==> config.mk <==
export PLATFORM = sky130hd
export DESIGN_NAME = nz_compactor
export DESIGN_NICKNAME = d
export VERILOG_FILES = /design/src/rtl/cmp_pkg.sv /design/src/rtl/nz_rank.sv /design/src/rtl/slot_select.sv /design/src/rtl/nz_compactor.sv
export SDC_FILE = /design/constraint.sdc
export NUM_CORES = 1
export LEC_CHECK = 0
export ABC_AREA = 1
export BUFFER_PORTS_ARGS = -buffer_cell sky130_fd_sc_hd__buf_2
export CAP_MARGIN = 30
export CORE_AREA = 2 2 131 133
export DETAILED_ROUTE_END_ITERATION = 10
export DIE_AREA = 0 0 133 135
export GPL_TIMING_DRIVEN = 0
export SLEW_MARGIN = 0
export SYNTH_ARGS = -nofsm -noshare
export SYNTH_HDL_FRONTEND = slang
export SYNTH_SLANG_ARGS = --single-unit
==> constraint.sdc <==
create_clock -name clk -period 4.8 [get_ports clk]
set_input_delay 0.24 -clock clk [delete_from_list [all_inputs] [get_ports clk]]
set_output_delay 0.24 -clock clk [all_outputs]
set_load 0.005 [all_outputs]
==> src/rtl/cmp_pkg.sv <==
package cmp_pkg;

    parameter int NUM_EL = 8;
    parameter int EL_W   = 8;
    localparam int VEC_W = NUM_EL * EL_W;
    localparam int CNT_W = $clog2(NUM_EL + 1);

    typedef logic [VEC_W-1:0] vec_t;
    typedef logic [CNT_W-1:0] cnt_t;

    typedef struct packed {
        cnt_t count;
        vec_t data;
    } result_t;

    // True when every slot at or above cnt carries zero
    function automatic logic tail_zero_ok(input vec_t data, input cnt_t cnt);
        for (int i = 0; i < NUM_EL; i++) begin
            if (i >= int'(cnt) && data[i*EL_W +: EL_W] != '0)
                return 1'b0;
        end
        return 1'b1;
    endfunction

endpackage

==> src/rtl/nz_rank.sv <==
module nz_rank #(
    parameter int N     = cmp_pkg::NUM_EL,
    parameter int EL_W  = cmp_pkg::EL_W,
    parameter int CNT_W = cmp_pkg::CNT_W
) (
    input  logic [N*EL_W-1:0]  elems,
    output logic [N-1:0]       flags,
    output logic [N*CNT_W-1:0] ranks,
    output logic [CNT_W-1:0]   total
);

    // Exclusive prefix count: rank of element i = nonzero flags below i
    always_comb begin
        logic [CNT_W-1:0] acc;
        acc   = '0;
        flags = '0;
        ranks = '0;
        for (int i = 0; i < N; i++) begin
            flags[i] = (elems[i*EL_W +: EL_W] != '0);
            ranks[i*CNT_W +: CNT_W] = acc;
            if (flags[i])
                acc = acc + CNT_W'(1);
        end
        total = acc;
    end

endmodule

==> src/rtl/slot_select.sv <==
module slot_select #(
    parameter int SRC   = 8,
    parameter int SLOT  = 0,
    parameter int EL_W  = cmp_pkg::EL_W,
    parameter int CNT_W = cmp_pkg::CNT_W
) (
    input  logic [SRC*EL_W-1:0]  src_data,
    input  logic [SRC-1:0]       src_flag,
    input  logic [SRC*CNT_W-1:0] src_rank,
    output logic [EL_W-1:0]      slot_out
);

    logic [SRC-1:0] hit;

    // Source j (local index) feeds this slot when it is nonzero and
    // exactly SLOT nonzero elements sit below it
    always_comb begin
        hit = '0;
        for (int j = 0; j < SRC; j++)
            hit[j] = src_flag[j] && (src_rank[j*CNT_W +: CNT_W] == CNT_W'(SLOT));
    end

    // AND-OR multiplexer; zero when no source matches
    always_comb begin
        slot_out = '0;
        for (int j = 0; j < SRC; j++)
            slot_out = slot_out | (src_data[j*EL_W +: EL_W] & {EL_W{hit[j]}});
    end

    // at most one input may claim a given destination rank
    always_comb begin
        a_single_src_r2: assert ($onehot0(hit))
            else $error("slot %0d selected more than one source", SLOT);
    end

endmodule

==> src/rtl/nz_compactor.sv <==
module nz_compactor #(
    parameter int N     = cmp_pkg::NUM_EL,
    parameter int EL_W  = cmp_pkg::EL_W,
    parameter int CNT_W = cmp_pkg::CNT_W
) (
    input  logic                clk,
    input  logic                rst,
    input  logic                in_valid,
    input  logic [N*EL_W-1:0]   in_data,
    output logic                out_valid,
    output logic [N*EL_W-1:0]   out_data,
    output logic [CNT_W-1:0]    out_count
);
    import cmp_pkg::*;

    logic [N-1:0]       flags;
    logic [N*CNT_W-1:0] ranks;
    logic [CNT_W-1:0]   total;
    logic [EL_W-1:0]    slot_val [N];
    result_t            res_d, res_q;
    logic               vld_q;

    nz_rank #(.N(N), .EL_W(EL_W), .CNT_W(CNT_W)) u_rank (
        .elems (in_data),
        .flags (flags),
        .ranks (ranks),
        .total (total)
    );

    // One selector per slot; slot k sees only inputs k..N-1
    for (genvar k = 0; k < N; k++) begin : g_slot
        localparam int SRC = N - k;
        slot_select #(.SRC(SRC), .SLOT(k), .EL_W(EL_W), .CNT_W(CNT_W)) u_sel (
            .src_data (in_data[N*EL_W-1 : k*EL_W]),
            .src_flag (flags[N-1 : k]),
            .src_rank (ranks[N*CNT_W-1 : k*CNT_W]),
            .slot_out (slot_val[k])
        );
    end

    always_comb begin
        res_d.count = total;
        res_d.data  = '0;
        for (int k = 0; k < N; k++)
            res_d.data[k*EL_W +: EL_W] = slot_val[k];
    end

    always_ff @(posedge clk) begin
        if (rst) begin
            res_q <= '0;
            vld_q <= 1'b0;
        end else begin
            vld_q <= in_valid;
            if (in_valid)
                res_q <= res_d;
        end
    end

    assign out_valid = vld_q;
    assign out_data  = res_q.data;
    assign out_count = res_q.count;

    p_valid_follow_r6: assert property (@(posedge clk) disable iff (rst)
        in_valid |=> out_valid);

    p_idle_hold_r7: assert property (@(posedge clk) disable iff (rst)
        !in_valid |=> (!out_valid && $stable(out_data) && $stable(out_count)));

    p_count_max_r5: assert property (@(posedge clk) disable iff (rst)
        out_count <= CNT_W'(N));

    p_tail_zero_r4: assert property (@(posedge clk) disable iff (rst)
        out_valid |-> tail_zero_ok(out_data, out_count));

    p_last_slot_r3: assert property (@(posedge clk) disable iff (rst)
        (out_valid && out_count != CNT_W'(N)) |-> (out_data[N*EL_W-1 -: EL_W] == '0));

endmodule

==> summary.md <==
| Metric | Value |
|---|---|
| Reg2Reg Capture Point | `out_data[23]` |
| Fin. max-slew vios | `0` |
| Number of hold violations in the final report | `0` |
| Synth top area cells | `sky130_fd_sc_hd__dfxtp_1 24%, sky130_fd_sc_hd__nand2_1 16%, sky130_fd_sc_hd__nor2_1 13%, sky130_fd_sc_hd__nand4_1 7.2%, sky130_fd_sc_hd__a21oi_1 7.2%` |
| Finished Cell Area | `7050 um2` |
| Instance count of the mapped netlist | `986` |
| CTS Sinks | `69` |
| Mean routed wirelength per cell | `17.3 um` |
| Count of pins on the block boundary | `136` |
| Critical path peak fanout | `5` |
| Met1 Wirelength | `10600 um` |
| Post-route DRC violation count | `0` |
| Share of synthesized area spent on multiplexers | `0%` |
| Power per cell area | `242 nW/um2` |
| Startpoint of the worst setup timing path | `in_data[3]` |
| Max Clock Skew | `0 ns` |
| Total overflow reported by the global router | `0` |
| Die X-Extent | `133 um` |
| IO buf count | `133` |
| Routed Wire Length | `23500 um` |
| Most common cell after layout, fill and taps aside | `sky130_fd_sc_hd__nand2_1` |
| Number of nets produced by synthesis | `1077` |
| Synthesis-stage register bit count | `69` |
| Worst-case reg-to-reg path depth | `4` |
| Arrival time at the worst endpoint | `4.65 ns` |
| Starting DRT DRC Count | `667` |
| Placer congestion estimate | `0.922` |
| Initial Utilization | `34.8%` |
| Adder and majority gate portion of the synthesized area | `5.27%` |
| CP required | `5.06 ns` |
| Count of standard-cell rows | `47` |
| Dpl cell area | `6640 um2` |
| Largest family of logic cells by synthesized area | `simple AND/OR/NAND/NOR gates` |
| Worst-margin pin slew | `0.755 ns` |
| Min cycle time layout | `4.39 ns` |
| IR drop worst, VDD | `0.180 mV` |
| Summed instance area of the synthesized netlist | `5700 um2` |
| DRT antenna net count | `0` |
| Leading cell types in the layout, fill and taps excluded | `243 x sky130_fd_sc_hd__nand2_1, 198 x sky130_fd_sc_hd__nor2_1, 138 x sky130_fd_sc_hd__buf_2` |
| Fill cell total of the finished layout | `1815` |
| Vias/cell | `5.19` |
| CTS buffer count | `9` |
| Pin count of the biggest net entering global routing | `14` |
| Worst R2R Setup Slack | `3.97 ns` |
| Routed wl met2 | `10200 um` |
| Share of the synthesized area in compound gates (AO/OA/AOI/OAI) | `13.7%` |
| Bufs on Longest Clock Path | `2` |
| Yosys Warn Count | `0` |
| Final-report setup violation count | `0` |
| Wire length of the first global-routing pass | `35500 um` |
| Critical path endpoint category | `flip-flop` |
| Unrepaired setup endpoints after global routing | `false` |
| Fraction of layout instances using a drive strength above 1 | `18.7%` |
| Via count of the first global-routing pass | `6411` |
| Post-synthesis share of cell area spent on and, or, nand and nor gates | `46.6%` |
| Final-stage net count | `1224` |
| Number of optimization iterations in the first detailed-route pass | `6` |
| Area fraction of the dominant cell type after synthesis | `24.2%` |
| Sum of internal, switching and leakage power | `1.71 mW` |
| Antenna Diode Count | `0` |
| Startpoint class of the critical path | `primary input` |
| Fmax | `228 MHz` |
| Most area-hungry cell type in the Yosys netlist | `sky130_fd_sc_hd__dfxtp_1` |
| Relative max-transition margin | `49.5%` |
| HPWL after DPL | `18400 um` |
| Synth cell types | `31` |
| Kind of path behind the tightest hold check | `in -> reg` |
| Number of antenna violations at the first check in global routing | `0` |
| Post-synthesis average cell area | `5.78 um2` |
| Share of the yosys chip area belonging to registers | `24.2%` |
| Clock tree from TritonCTS | `yes` |
| Leakage power of the design | `3.57 nW` |
| Core area | `16400 um2` |
| Met3 Routed Length | `1910 um` |
| Die extent in y | `135 um` |
| H-tree depth | `3` |
| Final Cycle Share | `91.4%` |
| Max-cap viol count | `0` |
| Capturing instance or port of the critical path | `out_data[33]` |
| Hold-fix buffers, CTS | `0` |
| Run status | `finished clean` |
| Type of the worst setup path | `in -> reg` |
| Clock transition at the registers of the reported paths | `0.06 ns` |
| Area growth syn-to-layout | `23.6%` |
| Reg2reg start | `out_data[23]` |
| Synthesized-area fraction occupied by xor and xnor cells | `0%` |
| Worst-Skew Late Latency | `0.34 ns` |
| Die area | `18000 um2` |
| Highest metal layer with signal wires | `met4` |
| Total Routing Usage GR | `25.6%` |
| Total number of vias | `7042` |
| Cell chosen for the clock root | `sky130_fd_sc_hd__clkbuf_16` |
==> timing repair <==
action	in CTS	in global routing
cloned	0	0
endpoints found under the setup margin	30	60
pin swaps	0	4
gates resized for setup	6	22
setup buffers	0	4
==> worst min path at each step <==
stage	start	end	slack [ns]	cells past startpoint
after floorplan	out_count[1]	out_count[1]	0.46	2
after global placement	out_data[58]	out_data[58]	0.46	2
after detailed placement	out_data[56]	out_data[56]	0.46	2
after CTS	in_data[40]	out_data[40]	0.40	5
after global routing	in_data[40]	out_data[40]	0.43	5
final	in_data[40]	out_data[40]	0.41	5
==> synthesized netlist by cell type <==
cell type and instances:
sky130_fd_sc_hd__or2_2 2, sky130_fd_sc_hd__o211ai_1 1, sky130_fd_sc_hd__clkbuf_1 27, sky130_fd_sc_hd__nand3_4 2, sky130_fd_sc_hd__inv_2 9, sky130_fd_sc_hd__inv_1 86, sky130_fd_sc_hd__nand2_2 8, sky130_fd_sc_hd__nor2_1 201
sky130_fd_sc_hd__nand3_2 3, sky130_fd_sc_hd__o21ai_1 9, sky130_fd_sc_hd__dfxtp_1 69, sky130_fd_sc_hd__nand3_1 43, sky130_fd_sc_hd__nor2_4 2, sky130_fd_sc_hd__nor4_1 6, sky130_fd_sc_hd__nand2_4 5, sky130_fd_sc_hd__o21ai_0 47
sky130_fd_sc_hd__nand2_1 243, sky130_fd_sc_hd__clkinv_1 2, sky130_fd_sc_hd__a21oi_1 82, sky130_fd_sc_hd__nand4_1 66, sky130_fd_sc_hd__inv_4 1, sky130_fd_sc_hd__buf_2 5, sky130_fd_sc_hd__o31ai_1 1, sky130_fd_sc_hd__nor2_2 3
sky130_fd_sc_hd__o21bai_1 2, sky130_fd_sc_hd__buf_1 4, sky130_fd_sc_hd__ha_1 24, sky130_fd_sc_hd__nor3_1 16, sky130_fd_sc_hd__nor2_8 1, sky130_fd_sc_hd__buf_6 6, sky130_fd_sc_hd__o22ai_1 10
==> power breakdown <==
part	switching (mW)	internal, mW	leakage (nW)
sequential	0.0247	0.611	0.569
combinational	0.259	0.133	2.86
clock	0.274	0.405	0.143
total	0.558	1.15	3.57
==> flip-flops by register name, indices dropped and copies added, names as in the netlist <==
register,count
out_valid,1
out_count,4
out_data,64
==> worst max-delay path, cell delays in order <==
cell                      delay (ns)
sky130_fd_sc_hd__buf_2          0.11
sky130_fd_sc_hd__nor4_1         0.31
sky130_fd_sc_hd__nand2_1        0.18
sky130_fd_sc_hd__ha_4           0.32
sky130_fd_sc_hd__nand2_1        0.08
sky130_fd_sc_hd__nand2_1        0.14
sky130_fd_sc_hd__inv_1          0.07
sky130_fd_sc_hd__ha_1           0.28
sky130_fd_sc_hd__nand2_1        0.07
sky130_fd_sc_hd__nand2_1        0.11
sky130_fd_sc_hd__inv_1          0.07
sky130_fd_sc_hd__ha_1           0.28
sky130_fd_sc_hd__nand2_1        0.08
sky130_fd_sc_hd__nand2_1        0.13
sky130_fd_sc_hd__inv_1          0.08
sky130_fd_sc_hd__ha_1           0.28
sky130_fd_sc_hd__or2_2          0.30
sky130_fd_sc_hd__nand2_2        0.13
sky130_fd_sc_hd__ha_1           0.24
sky130_fd_sc_hd__nand2_1        0.07
sky130_fd_sc_hd__nand2_1        0.12
sky130_fd_sc_hd__inv_2          0.10
sky130_fd_sc_hd__ha_1           0.14
sky130_fd_sc_hd__inv_1          0.06
sky130_fd_sc_hd__nor2_4         0.18
sky130_fd_sc_hd__buf_4          0.17
sky130_fd_sc_hd__nand4_1        0.12
sky130_fd_sc_hd__a21oi_1        0.16
==> kinds of logic (layout without fill, tap and decap cells) <==
family,count (synthesis),count (layout)
compound gates,152,152
buf+inv,140,292
simple gates,601,601
flops,69,69
fa+ha+maj,24,24
==> routing by layer <==
layer  vias up  track usage (%)
met4         0             9.68
met5         -                0
li1       3521                -
met1      3094             35.2
met2       375             40.9
met3        52             3.19
==> final cells by class <==
cell class	instances	area (um2)	area share, %
Clock buffer	9	225	3.19
Buffer	41	225	3.19
Timing Repair Buffer	137	696	9.87
Sequential cell	69	1380	19.6
Clock inverter	7	75.1	1.06
Multi-Input combinational cell	777	3790	53.8
Tap cell	220	275	3.90
Inverter	98	378	5.36
==> metrics by stage <==
step                TNS [ns]  setup WS [ns]  hold slack (ns)  utilization (%)  cells
floorplan                  0          0.369            0.462                -    986
global placement      -15.60         -0.615            0.457             40.5   1339
detailed placement    -17.81         -0.670            0.456             40.5   1339
CTS                        0         0.0502            0.399             42.4   1355
global route               0        0.00129            0.431             43.0   1358
finish                     0          0.411            0.408             43.0   1358
Power figures use the tool's default switching activity.
